[config.mk]
export PLATFORM = sky130hd
export DESIGN_NAME = uart_tx_framer
export DESIGN_NICKNAME = d
export VERILOG_FILES = /design/src/rtl/uart_tx_pkg.sv /design/src/rtl/uart_lcr_reg.sv /design/src/rtl/uart_frame_build.sv /design/src/rtl/uart_tx_shift.sv /design/src/rtl/uart_tx_framer.sv
export SDC_FILE = /design/constraint.sdc
export NUM_CORES = 1
export LEC_CHECK = 0
export ABC_AREA = 1
export ABC_CLOCK_PERIOD_IN_PS = 2200
export BUFFER_PORTS_ARGS = -buffer_cell sky130_fd_sc_hd__buf_2
export CAP_MARGIN = 40
export CORE_ASPECT_RATIO = 0.6
export CORE_MARGIN = 2
export CORE_UTILIZATION = 48
export DETAILED_ROUTE_END_ITERATION = 10
export PLACE_DENSITY = 0.8
export SETUP_SLACK_MARGIN = 0.4
export SLEW_MARGIN = 10
export SYNTH_ARGS = -nofsm -noshare
export SYNTH_HDL_FRONTEND = slang
export SYNTH_HIERARCHICAL = 1
export SYNTH_SLANG_ARGS = --single-unit
[constraint.sdc]
create_clock -name clk_i -period 2.2 [get_ports clk_i]
set_input_delay 0.11 -clock clk_i [delete_from_list [all_inputs] [get_ports clk_i]]
set_output_delay 0.11 -clock clk_i [all_outputs]
set_load 0.02 [all_outputs]
[src/rtl/uart_tx_pkg.sv]
package uart_tx_pkg;
  localparam int MAX_DATA_W = 8;
  localparam int MIN_DATA_W = 5;
  localparam int FRAME_W    = MAX_DATA_W + 3;
  localparam int CNT_W      = $clog2(FRAME_W + 1);

  // register bit positions
  localparam int B_NINE  = 9;
  localparam int B_ADDR  = 8;
  localparam int B_STICK = 7;
  localparam int B_WLEN  = 5;
  localparam int B_EPS   = 2;
  localparam int B_PEN   = 1;

  typedef struct packed {
    logic       nine;
    logic       addr;
    logic       stick;
    logic [1:0] wlen;
    logic       eps;
    logic       pen;
  } lcr_t;

  function automatic logic [31:0] lcr_pack(lcr_t c);
    logic [31:0] r;
    r = '0;
    r[B_NINE]            = c.nine;
    r[B_ADDR]            = c.addr;
    r[B_STICK]           = c.stick;
    r[B_WLEN+1:B_WLEN]   = c.wlen;
    r[B_EPS]             = c.eps;
    r[B_PEN]             = c.pen;
    return r;
  endfunction
endpackage

[src/rtl/uart_lcr_reg.sv]
module uart_lcr_reg
  import uart_tx_pkg::*;
(
  input  logic        clk_i,
  input  logic        rst_ni,
  input  logic        cfg_we_i,
  input  logic [31:0] cfg_wdata_i,
  input  logic        start_i,
  output lcr_t        lcr_o
);
  lcr_t lcr_q;
  logic unused_wbits;
  assign unused_wbits = ^{cfg_wdata_i[31:10], cfg_wdata_i[4:3], cfg_wdata_i[0]};

  always_ff @(posedge clk_i or negedge rst_ni) begin
    if (!rst_ni) begin
      lcr_q <= '0;
    end else if (cfg_we_i) begin
      lcr_q.nine  <= cfg_wdata_i[B_NINE];
      lcr_q.addr  <= cfg_wdata_i[B_ADDR];
      lcr_q.stick <= cfg_wdata_i[B_STICK];
      lcr_q.wlen  <= cfg_wdata_i[B_WLEN+1:B_WLEN];
      lcr_q.eps   <= cfg_wdata_i[B_EPS];
      lcr_q.pen   <= cfg_wdata_i[B_PEN];
    end else if (start_i) begin
      lcr_q.addr  <= 1'b0;  // one-shot: consumed by the accepted character
    end
  end

  assign lcr_o = lcr_q;
endmodule

[src/rtl/uart_frame_build.sv]
module uart_frame_build
  import uart_tx_pkg::*;
(
  input  lcr_t                  lcr_i,
  input  logic [MAX_DATA_W-1:0] data_i,
  output logic [FRAME_W-1:0]    frame_o,
  output logic [CNT_W-1:0]      len_o
);
  int                    nd;
  logic                  extra;
  logic                  xbit;
  logic [MAX_DATA_W-1:0] masked;

  always_comb begin
    nd      = MIN_DATA_W + int'(lcr_i.wlen);
    extra   = lcr_i.nine | lcr_i.pen;
    masked  = '0;
    frame_o = '1;
    frame_o[0] = 1'b0;
    for (int i = 0; i < MAX_DATA_W; i++) begin
      if (i < nd) begin
        masked[i]    = data_i[i];
        frame_o[i+1] = data_i[i];
      end
    end
    if (lcr_i.nine)       xbit = lcr_i.addr;
    else if (lcr_i.stick) xbit = ~lcr_i.eps;
    else                  xbit = (^masked) ^ ~lcr_i.eps;
    if (extra) frame_o[nd+1] = xbit;
    len_o = CNT_W'(nd + 2 + int'(extra));
  end
endmodule

[src/rtl/uart_tx_shift.sv]
module uart_tx_shift
  import uart_tx_pkg::*;
(
  input  logic               clk_i,
  input  logic               rst_ni,
  input  logic               data_we_i,
  input  logic               baud_tick_i,
  input  logic [FRAME_W-1:0] frame_i,
  input  logic [CNT_W-1:0]   len_i,
  output logic               tx_o,
  output logic               busy_o,
  output logic               overrun_o
);
  logic [FRAME_W-1:0] frame_q;
  logic [CNT_W-1:0]   left_q;
  logic               busy_q;
  logic               ovr_q;

  always_ff @(posedge clk_i or negedge rst_ni) begin
    if (!rst_ni) begin
      frame_q <= '1;
      left_q  <= '0;
      busy_q  <= 1'b0;
      ovr_q   <= 1'b0;
    end else begin
      ovr_q <= data_we_i & busy_q;
      if (!busy_q) begin
        if (data_we_i) begin
          frame_q <= frame_i;  // snapshot of config and data
          left_q  <= len_i;
          busy_q  <= 1'b1;
        end
      end else if (baud_tick_i) begin
        if (left_q == CNT_W'(1)) begin
          frame_q <= '1;
          left_q  <= '0;
          busy_q  <= 1'b0;
        end else begin
          frame_q <= {1'b1, frame_q[FRAME_W-1:1]};
          left_q  <= left_q - CNT_W'(1);
        end
      end
    end
  end

  assign tx_o      = frame_q[0];
  assign busy_o    = busy_q;
  assign overrun_o = ovr_q;
endmodule

[src/rtl/uart_tx_framer.sv]
module uart_tx_framer
  import uart_tx_pkg::*;
(
  input  logic        clk_i,
  input  logic        rst_ni,
  input  logic        cfg_we_i,
  input  logic [31:0] cfg_wdata_i,
  output logic [31:0] cfg_rdata_o,
  input  logic        data_we_i,
  input  logic [7:0]  data_i,
  input  logic        baud_tick_i,
  output logic        tx_o,
  output logic        busy_o,
  output logic        overrun_o
);
  lcr_t               lcr;
  logic [FRAME_W-1:0] frame;
  logic [CNT_W-1:0]   len;
  logic               start;

  assign start = data_we_i & ~busy_o;

  uart_lcr_reg u_lcr (
    .clk_i       (clk_i),
    .rst_ni      (rst_ni),
    .cfg_we_i    (cfg_we_i),
    .cfg_wdata_i (cfg_wdata_i),
    .start_i     (start),
    .lcr_o       (lcr)
  );

  uart_frame_build u_build (
    .lcr_i   (lcr),
    .data_i  (data_i),
    .frame_o (frame),
    .len_o   (len)
  );

  uart_tx_shift u_shift (
    .clk_i       (clk_i),
    .rst_ni      (rst_ni),
    .data_we_i   (data_we_i),
    .baud_tick_i (baud_tick_i),
    .frame_i     (frame),
    .len_i       (len),
    .tx_o        (tx_o),
    .busy_o      (busy_o),
    .overrun_o   (overrun_o)
  );

  assign cfg_rdata_o = lcr_pack(lcr);
endmodule

==> flow_summary.toml, run 1 <==
[cells_and_area]
final_area_um2 = 2190
mostFrequentLayoutCell = "nand2_1"
n_antenna_cell = 0
area_growth_pct = 14.8
most-common-layout-cells = "60 x nand2_1, 35 x inv_1, 29 x buf_2"
drive_above_1_share = 0.300
nFillCells = 356
fin_nets = 361
final_util = 0.586

[floorplan]
io-pin-count = 80
fp.dieH_um = 52.9
fp.dieW_um = 85.4
core_area_um2 = 3740
die_area_um2 = 4510
start_util = 0.510
rows = 17

[worst_setup_path]
startpoint = "u_lcr/lcr_o[2]$_DFFE_PN0P_"
r2r-start = "u_lcr/lcr_o[2]$_DFFE_PN0P_"
cp.required_ns = 2.41
critPathCaptureType = "flop"
start_kind = "flop"
arrival_ns = 2.33
cp_max_fo = 7
path_class = "flop to flop"

[sta]
fmaxAchievable_ghz = 0.473
skew_ns = 0.0102
max_slew_margin = 0.619
hold_viol = 0
min_period_ns = 2.12
setup_viol = 0
min_period_over_period = 0.962
grt_setup_unrepaired = "true"
finalMaxSlewViolations = 0
worst_pin_slew_ns = 0.572
finalWorstSetupSlack_ns = 0.0841

[grt]
grt_pass1_wl_um = 6480
antenna_found_initial = 0
grt.total_usage = 0.185
first_global_vias = 1454
grt_max_degree = 25
grt-ovfl-total = 0

[synth]
synthAdderAreaFrac = 0.0786
synth_mux_area_frac = 0
synth_xor_area_frac = 0.0138
avgSynthCellArea_um2 = 7.21
synth_top_family_by_area = "simple AND/OR/NAND/NOR gates"
synth_seq_cells = 24
synth_compound_area_frac = 0.100
synthSimpleGateAreaFrac = 0.271
synth_edf_count = 0
synth-main-ff-cell = "dfrtp_1"
synthArstFlopShare = 1.00
synth.distinct_cells = 29
syn_area_um2 = 1910
yosysWarningCount = 6
seq_area_frac_synth = 0.322
netlist_instances = 265

[placed_design]
place_area_um2 = 2010
place_hpwl_um = 2990
dpl_worst_slack_ns = 0.0258
io_buffers = 29
gp_congestion = 0.825

[route]
avgRoutedWirePerCell_um = 11.3
ant_nets = 0
via_count = 1668
drt_wl_total_um = 3960
via_per_inst = 4.77
first_pass_iters = 4
drtIter0Drc = 134
drc = 0

[power_and_ir_drop]
ir_drop_mv = 0.597
switchingPower_mw = 0.713
pwr-share-comb = 0.412
swShare = 0.392
seq_power_share = 0.397
power_mw = 1.82
powerDensity_nw_per_um2 = 829
clockPowerShare = 0.191
p_leak_nw = 1.19
p_int_mw = 1.11

[cts]
worstSkewPairLatency_ns = 0.27
cts.sinks = 24
htree_levels = 1
path_clk_slew_ns = 0.09
cts_inserted_buffers = 3
cts_tree = "built"
clockBufferDepth = 2
cts-root-buf = "clkbuf_8"

[run]
maxCapViolations = 0

[run_status]
outcome = "finished clean"

[min_path]
hp-start = "cfg_wdata_i[9]"
hold_path.class = "input pin to flop"
==> sequential cells by signal, indices dropped and copies added (netlist names) <==
register           cells
u_shift/frame_q       11
u_shift/left_q         4
u_lcr/lcr_o            7
u_shift/busy_o         1
u_shift/overrun_o      1
==> Yosys cell counts (2+ instances only) <==
master    instances  share of area
nand2_1          61           0.12
inv_1            40          0.079
buf_4            26           0.10
o21ai_0          24          0.063
nor2_1           20          0.039
dfrtp_1          13           0.17
ha_1             12          0.079
dfstp_2          11           0.15
nand2_2          11          0.036
o21ai_1           8          0.021
nand3_1           7          0.018
inv_2             4         0.0079
a21oi_1           3         0.0079
clkbuf_1          3         0.0059
nand3b_1          3          0.012
xor2_1            3          0.014
conb_1            2         0.0039
nand3_2           2          0.010
nand4_1           2         0.0066
==> cells by family after synthesis <==
| kind of cell | after synthesis |
|---|---|
| and+or+nand+nor | 111 |
| buffers and inverters | 76 |
| AOI/OAI and AO/OA | 37 |
| DFF | 24 |
| adders and majority gates | 12 |
| xor gates and xnor gates | 3 |
| other | 2 |
==> power groups by stage <==
stage | sequential (mW) | clock (mW) | combinational (mW)
after floorplan | 0.743 | 0 | 0.562
after global placement | 0.726 | 0 | 0.672
after detailed placement | 0.731 | 0 | 0.703
after CTS | 0.721 | 0.368 | 0.735
after global routing | 0.746 | 0.381 | 0.852
final | 0.721 | 0.348 | 0.749
==> final timing paths <==
kind,end,slack [ns],cells past startpoint
max in group asynchronous,u_lcr/lcr_o[3]$_DFFE_PN0P_,1.42,2
worst max register to register,u_shift/frame_q[9]$_DFFE_PN1P_,0.08,18
worst min register to register,u_shift/frame_q[7]$_DFFE_PN1P_,0.48,2
worst min-delay path,u_lcr/lcr_o[6]$_DFFE_PN0P_,0.04,3
worst max-delay path,u_shift/frame_q[9]$_DFFE_PN1P_,0.08,18
min in group asynchronous,u_lcr/lcr_o[4]$_DFFE_PN0P_,0.36,2
==> metrics by stage <==
step	instances	hold slack [ns]	TNS (ns)
after floorplan	289	-0.186	0
after global placement	333	0.136	0
after detailed placement	333	0.137	0
after CTS	348	0.0277	0
after global routing	350	0.0188	-0.412
final	350	0.0409	0
==> layout make-up <==
class	count	area (um2)	area share
well taps	47	58.8	0.0268
repair buffers	42	245	0.112
clock buffers	4	66.3	0.0303
flip-flops and latches	24	617	0.281
inverters	44	173	0.0788
multi-input cells	189	1030	0.471
==> layer usage <==
| metal | share of wire | track usage |
|---|---|---|
| met5 | 0 | 0 |
| met2 | 0.46 | 0.298 |
| met4 | 0.0078 | 0.0503 |
| met3 | 0.063 | 0.0452 |
| met1 | 0.47 | 0.250 |
==> critical path: stages, from the launching register on <==
cell and delay (ns):
dfrtp_2 0.46, inv_4 0.09, ha_4 0.14, inv_4 0.04, ha_4 0.16, inv_2 0.06, nand2_2 0.05, nand2_1 0.06
nand2_1 0.07, nand2_2 0.09, nand2_2 0.06, nand2_2 0.09, nand3_2 0.08, nand2_2 0.08, nand3_4 0.11, buf_4 0.16
nand4_1 0.06, o21ai_1 0.07, o21ai_1 0.14
==> timing repair <==
| item | 4_1_cts | 5_1_grt |
|---|---|---|
| hold buffers | 1 | 0 |
| gates resized for setup | 3 | 4 |
| endpoints found under the setup margin | 7 | 10 |
| endpoints found under the hold margin | 13 | 0 |
| pin swaps | 12 | 10 |
| buffers inserted | 10 | 2 |
Note: power is estimated with default switching activity, not from simulation.
==> inputs of run 2 (changes only) <==
--- a/config.mk
+++ b/config.mk
@@ -5,7 +5,6 @@
 export SDC_FILE = /design/constraint.sdc
 export NUM_CORES = 1
 export LEC_CHECK = 0
-export ABC_AREA = 1
 export ABC_CLOCK_PERIOD_IN_PS = 2200
 export BUFFER_PORTS_ARGS = -buffer_cell sky130_fd_sc_hd__buf_2
 export CAP_MARGIN = 40
@@ -13,7 +12,7 @@
 export CORE_MARGIN = 2
 export CORE_UTILIZATION = 48
 export DETAILED_ROUTE_END_ITERATION = 10
-export PLACE_DENSITY = 0.8
+export PLACE_DENSITY = 0.81
 export SETUP_SLACK_MARGIN = 0.4
 export SLEW_MARGIN = 10
 export SYNTH_ARGS = -nofsm -noshare
==> run 2 against run 1 <==
Against the previous run:
- the flow now finishes with violations (setup timing)
- sequential cell count unchanged
- count of clock-buffer cells in the layout unchanged
- register-to-register slack worse by 0.34 ns
- maximum frequency down 14%
- combinational power up 6.9%
- sequential share of layout area down 0.37 points
- die area down 4.1%
- synthesized cell count down 27%
- non-clock buffer count up 6
- total power up 5.0%
- sequential power up 3.5%
- worst setup slack worse by 0.34 ns
- critical path type unchanged
- largest power group unchanged
==> flow_summary.toml, run 2 <==
[synth]
synth-main-ff-cell = "dfrtp_1"
synth_seq_cells = 24
synth_edf_count = 0
yosysWarningCount = 6
synth.distinct_cells = 47
synth_common_cells = "26 x buf_4, 17 x nand2_1, 13 x dfrtp_1, 13 x inv_1, 12 x ha_1"
yosys-top-cells-area = "dfrtp_1 18%, dfstp_2 16%, buf_4 11%"
avgSynthCellArea_um2 = 9.47
synthArstFlopShare = 1.00
synth_top_area_share = 0.178
yosysTopAreaCell = "dfrtp_1"
syn_area_um2 = 1830
netlist_instances = 193
seq_area_frac_synth = 0.336
yosysMostFrequentCell = "buf_4"

[cells_and_area]
final_area_um2 = 2230
largest_register_ffs = 11
fin_nets = 291
mostFrequentLayoutCell = "buf_2"
drive_above_1_share = 0.408
area_growth_pct = 21.8
regMostFlops = "u_shift/frame_q"
most-common-layout-cells = "29 x buf_2, 26 x conb_1, 18 x buf_4"
finalNonFillerCells = 280
final_util = 0.608
n_antenna_cell = 0

[sta]
grt_setup_unrepaired = "true"
max_slew_margin = 0.609
finalMaxSlewViolations = 0
setup_viol = 7
min_period_over_period = 1.12
min_period_ns = 2.46
worst_pin_slew_ns = 0.570
fmaxAchievable_ghz = 0.407
holdWs_ns = 0.0541
skew_ns = 0.00598
finalWorstSetupSlack_ns = -0.260
tns_ns = -1.52
hold_viol = 0

[grt]
grt-ovfl-total = 0
met2_usage = 0.329
first_global_vias = 1299
grt_max_degree = 25
met1_usage = 0.278
antenna_found_initial = 0
grt_pass1_wl_um = 6620
grt_util_met3 = 0.0508
grt.total_usage = 0.201
top_usage_layer = "met2"

[placed_design]
dpl_worst_slack_ns = -0.249
place_hpwl_um = 2930
gp_congestion = 0.868
placed_cells = 271
io_buffers = 29
place_area_um2 = 2040

[run]
maxCapViolations = 0

[route]
drtIter0Drc = 42
via_count = 1447
drt_wl_total_um = 4200
drc = 0
first_pass_iters = 5
ant_nets = 0
avgRoutedWirePerCell_um = 15.0
via_per_inst = 5.17

[power_and_ir_drop]
power_mw = 1.91
p_leak_nw = 1.05
ir_drop_mv = 0.538
powerDensity_nw_per_um2 = 857

[cts]
clockBufferDepth = 2
path_clk_slew_ns = 0.10
htree_levels = 1
cts_inserted_buffers = 3
cts.sinks = 24
worstSkewPairLatency_ns = 0.28
cts_tree = "built"
cts-root-buf = "clkbuf_8"

[min_path]
hp-start = "cfg_wdata_i[5]"
hold_path.class = "input pin to flop"

[floorplan]
fp.dieW_um = 83.6
io-pin-count = 80
die_area_um2 = 4330
fp.dieH_um = 51.8
rows = 17
core_area_um2 = 3660
start_util = 0.499

[worst_setup_path]
path_common_cell = "ha_4"
cp_max_fo = 4
start_kind = "flop"
cp.required_ns = 2.41
arrival_ns = 2.67
r2r-start = "u_lcr/lcr_o[2]$_DFFE_PN0P_"
crit_chain = "inv_4, ha_4, inv_2, ha_4, nor2b_4, xnor2_2, xnor3_2, o21a_1, o31ai_4, mux2_4, o32ai_1, o21ai_1"
slowest_delay_ns = 0.46
critPathCaptureType = "flop"
path_class = "flop to flop"
cpMaxStageDelayCell = "dfrtp_2"
startpoint = "u_lcr/lcr_o[2]$_DFFE_PN0P_"

[run_status]
violations = "setup timing"
outcome = "complete, but fails checks"
run 2: logic make-up after synthesis:
| logic type | synth area share |
|---|---|
| buffers and inverters | 0.160 |
| AOI/OAI and AO/OA | 0.171 |
| and+or+nand+nor | 0.122 |
| DFF | 0.336 |
| adders and majority gates | 0.0822 |
| muxes | 0.0788 |
| xor gates and xnor gates | 0.0459 |
| other | 0.00411 |
run 2: repair_timing:
item,4_1_cts,5_1_grt
gates resized for setup,8,10
endpoints found under the setup margin,8,10
pin swaps,5,4
setup buffers,1,3
hold buffers,1,0
hold endpoints to repair,13,0
run 2: layer usage:
layer / up-vias / part of all wire
met5: - / 0
met4: 0 / 0.0031
met3: 2 / 0.073
met2: 58 / 0.45
met1: 684 / 0.47
li1: 703 / -
run 2: worst paths after layout:
| path | endpoint | slack (ns) | cells past startpoint |
|---|---|---|---|
| min in group asynchronous | u_lcr/lcr_o[0]$_DFFE_PN0P_ | 0.34 | 2 |
| setup reg to reg | u_shift/frame_q[4]$_DFFE_PN1P_ | -0.26 | 12 |
| hold reg to reg | u_shift/frame_q[5]$_DFFE_PN1P_ | 0.47 | 2 |
| hold / removal | u_lcr/lcr_o[2]$_DFFE_PN0P_ | 0.05 | 2 |
| setup / recovery | u_shift/frame_q[4]$_DFFE_PN1P_ | -0.26 | 12 |
| max in group asynchronous | u_lcr/lcr_o[6]$_DFFE_PN0P_ | 1.48 | 2 |
run 2: layout make-up:
type                       count  area [um2]
fill                         307        1430
sequential                    24         618
multi-input combinational    144        1140
clock buffer                   4        66.3
timing repair buffer          48         290
inverter                      13        51.3
tap                           47        58.8
run 2: worst max-delay path: cells and delay by family, from the launching register on:
kind,cells,cell delay (ns)
AOI/OAI and AO/OA,4,0.74
DFF,1,0.46
xor gates and xnor gates,2,0.44
adders and majority gates,2,0.28
muxes,1,0.20
buffers and inverters,2,0.13
and+or+nand+nor,1,0.12
run 2: where the power goes:
part,switching [mW],leakage (nW),internal (mW)
logic,0.435,0.752,0.366
registers,0.114,0.260,0.632
clock network,0.163,0.0339,0.198
total,0.712,1.05,1.20
==> inputs of run 3 (changes only) <==
--- a/config.mk
+++ b/config.mk
@@ -7,15 +7,13 @@
 export LEC_CHECK = 0
 export ABC_CLOCK_PERIOD_IN_PS = 2200
 export BUFFER_PORTS_ARGS = -buffer_cell sky130_fd_sc_hd__buf_2
-export CAP_MARGIN = 40
 export CORE_ASPECT_RATIO = 0.6
 export CORE_MARGIN = 2
-export CORE_UTILIZATION = 48
+export CORE_UTILIZATION = 45
 export DETAILED_ROUTE_END_ITERATION = 10
-export PLACE_DENSITY = 0.81
+export PLACE_DENSITY = 0.77
 export SETUP_SLACK_MARGIN = 0.4
 export SLEW_MARGIN = 10
 export SYNTH_ARGS = -nofsm -noshare
 export SYNTH_HDL_FRONTEND = slang
-export SYNTH_HIERARCHICAL = 1
 export SYNTH_SLANG_ARGS = --single-unit
==> run 3 against run 2 <==
Against the previous run:
- the flow now finishes without violations
- final area grew 2.6%
- final cell count grew 1.8%
- non-clock buffer count is the same
- sequential cell count is the same
- first-iteration DRC count grew to 3.9 times the previous value
- wire length grew 5.4%
- sequential share of layout area shrank 0.77 points
- maximum frequency grew 14%
- worst hold slack lost 0.017 ns
- clock power grew 9.1%
- via count grew 2.4%
- count of clock-buffer cells in the layout shrank 1
- critical endpoint is now u_shift.frame_q[9]$_DFFE_PN1P_
==> flow_summary.toml, run 3 <==
[run_status]
outcome = "finished clean"

[sta]
min_period_ns = 2.15
min_period_over_period = 0.979
finalMaxSlewViolations = 0
holdWs_ns = 0.0372
finalWorstSetupSlack_ns = 0.0454
tns_ns = 0
fmaxAchievable_ghz = 0.464
hold_viol = 0
worst_pin_slew_ns = 0.556
skew_ns = 0.00792
setup_viol = 0
max_slew_margin = 0.620
grt_setup_unrepaired = "true"

[synth]
avgSynthCellArea_um2 = 9.33
syn_area_um2 = 1790
yosysWarningCount = 0
synth_edf_count = 0
synth_top_area_share = 0.182
synth.distinct_cells = 43
synthArstFlopShare = 1.00
synth_common_cells = "25 x buf_4, 16 x nand2_1, 14 x ha_1"
synth-main-ff-cell = "dfrtp_1"
yosys-top-cells-area = "dfrtp_1 18%, dfstp_2 16%, buf_4 10%"
netlist_instances = 192
yosysMostFrequentCell = "buf_4"
yosysTopAreaCell = "dfrtp_1"
seq_area_frac_synth = 0.343
synth_seq_cells = 24

[cells_and_area]
largest_register_ffs = 11
n_antenna_cell = 0
final_area_um2 = 2280
regMostFlops = "u_shift.frame_q"
nFillCells = 322
mostFrequentLayoutCell = "buf_2"
final_util = 0.610
drive_above_1_share = 0.412
area_growth_pct = 27.6
most-common-layout-cells = "29 x buf_2, 25 x conb_1, 16 x nand2_1, 16 x buf_4"
finalNonFillerCells = 285
fin_nets = 298

[floorplan]
core_area_um2 = 3740
die_area_um2 = 4520
fp.dieH_um = 52.9
fp.dieW_um = 85.4
io-pin-count = 80
rows = 17
start_util = 0.478

[cts]
cts_inserted_buffers = 3
cts_tree = "built"
clockBufferDepth = 2
cts.sinks = 24
worstSkewPairLatency_ns = 0.27
path_clk_slew_ns = 0.09
cts-root-buf = "clkbuf_8"
htree_levels = 1

[placed_design]
place_area_um2 = 1980
gp_congestion = 0.867
place_hpwl_um = 2980
dpl_worst_slack_ns = -0.0428
io_buffers = 29
placed_cells = 270

[worst_setup_path]
cp.required_ns = 2.38
start_kind = "flop"
critPathCaptureType = "flop"
path_class = "flop to flop"
cp_max_fo = 5
arrival_ns = 2.33
r2r-start = "u_lcr.lcr_o[2]$_DFFE_PN0P_"
startpoint = "u_lcr.lcr_o[2]$_DFFE_PN0P_"

[min_path]
hold_path.class = "input pin to flop"
hp-start = "cfg_wdata_i[8]"

[route]
via_count = 1482
drtIter0Drc = 165
first_pass_iters = 5
drc = 0
via_per_inst = 5.20
ant_nets = 0
avgRoutedWirePerCell_um = 15.5
drt_wl_total_um = 4430

[grt]
antenna_found_initial = 0
grt_max_degree = 25
grt.total_usage = 0.194
grt-ovfl-total = 0
grt_pass1_wl_um = 6810
first_global_vias = 1361

[power_and_ir_drop]
pwr-share-comb = 0.493
p_int_mw = 1.38
swShare = 0.388
seq_power_share = 0.332
clockPowerShare = 0.175
powerDensity_nw_per_um2 = 984
p_leak_nw = 1.03
ir_drop_mv = 0.560
switchingPower_mw = 0.873
power_mw = 2.25

[run]
maxCapViolations = 0
==> run 3: logic make-up (layout without fill, tap and decap cells) <==
family / Yosys count / count (layout) / synth area share
buffers and inverters: 43 / 65 / 0.144
AND/OR/NAND/NOR: 49 / 49 / 0.153
flip-flops: 24 / 24 / 0.343
multiplexers: 7 / 7 / 0.0440
XOR/XNOR: 10 / 10 / 0.0531
adder cells (fa/ha/maj): 14 / 14 / 0.0978
AO/OA/AOI/OAI: 44 / 44 / 0.163
other: 1 / 25 / 0.00209
==> run 3: path summary, 6_finish.rpt <==
| check | cells past startpoint | to | slack (ns) |
|---|---|---|---|
| setup reg to reg | 11 | u_shift.frame_q[9]$_DFFE_PN1P_ | 0.05 |
| hold / removal | 3 | u_lcr.lcr_o[5]$_DFFE_PN0P_ | 0.04 |
| min in group asynchronous | 2 | u_shift.overrun_o$_DFF_PN0_ | 0.36 |
| setup / recovery | 11 | u_shift.frame_q[9]$_DFFE_PN1P_ | 0.05 |
| hold reg to reg | 2 | u_shift.frame_q[10]$_DFFE_PN1P_ | 0.51 |
| max in group asynchronous | 2 | u_lcr.lcr_o[3]$_DFFE_PN0P_ | 1.41 |
==> run 3: area by class of cell <==
type	count	area (um2)	share of cell area
timing repair buffer	48	298	0.130
clock inverter	1	30.0	0.0131
tap	47	58.8	0.0257
multi-input combinational	149	1180	0.518
sequential	24	617	0.270
clock buffer	3	41.3	0.0181
inverter	13	56.3	0.0246
==> run 3: what timing repair did <==
item | CTS | global route
resized for setup | 12 | 15
buffers inserted | 6 | 3
hold buffers | 1 | 0
gates cloned | 1 | 0
pin swaps | 6 | 5
setup endpoints to repair | 14 | 15
endpoints found under the hold margin | 13 | 0
==> run 3: power groups by stage <==
stage	Clock, mW	Sequential, mW	Combinational (mW)
floorplan	0	0.773	0.651
global placement	0	0.743	0.878
detailed placement	0	0.746	0.900
CTS	0.404	0.741	0.976
global route	0.419	0.769	1.22
finish	0.394	0.747	1.11
==> run 3: metal layers <==
metal | GRT usage | routed length (um)
met2 | 0.296 | 2020
met5 | 0 | 0
met4 | 0.0106 | 16
met1 | 0.295 | 2120
met3 | 0.0421 | 267
==> run 3: worst max-delay path: stages, from the launching register on <==
cell	delay [ns]
dfrtp_2	0.48
inv_4	0.10
ha_4	0.13
inv_4	0.04
ha_4	0.16
nor2b_4	0.12
xnor2_2	0.09
xnor2_2	0.15
xnor2_2	0.21
mux2i_2	0.32
buf_6	0.18
a41oi_2	0.09
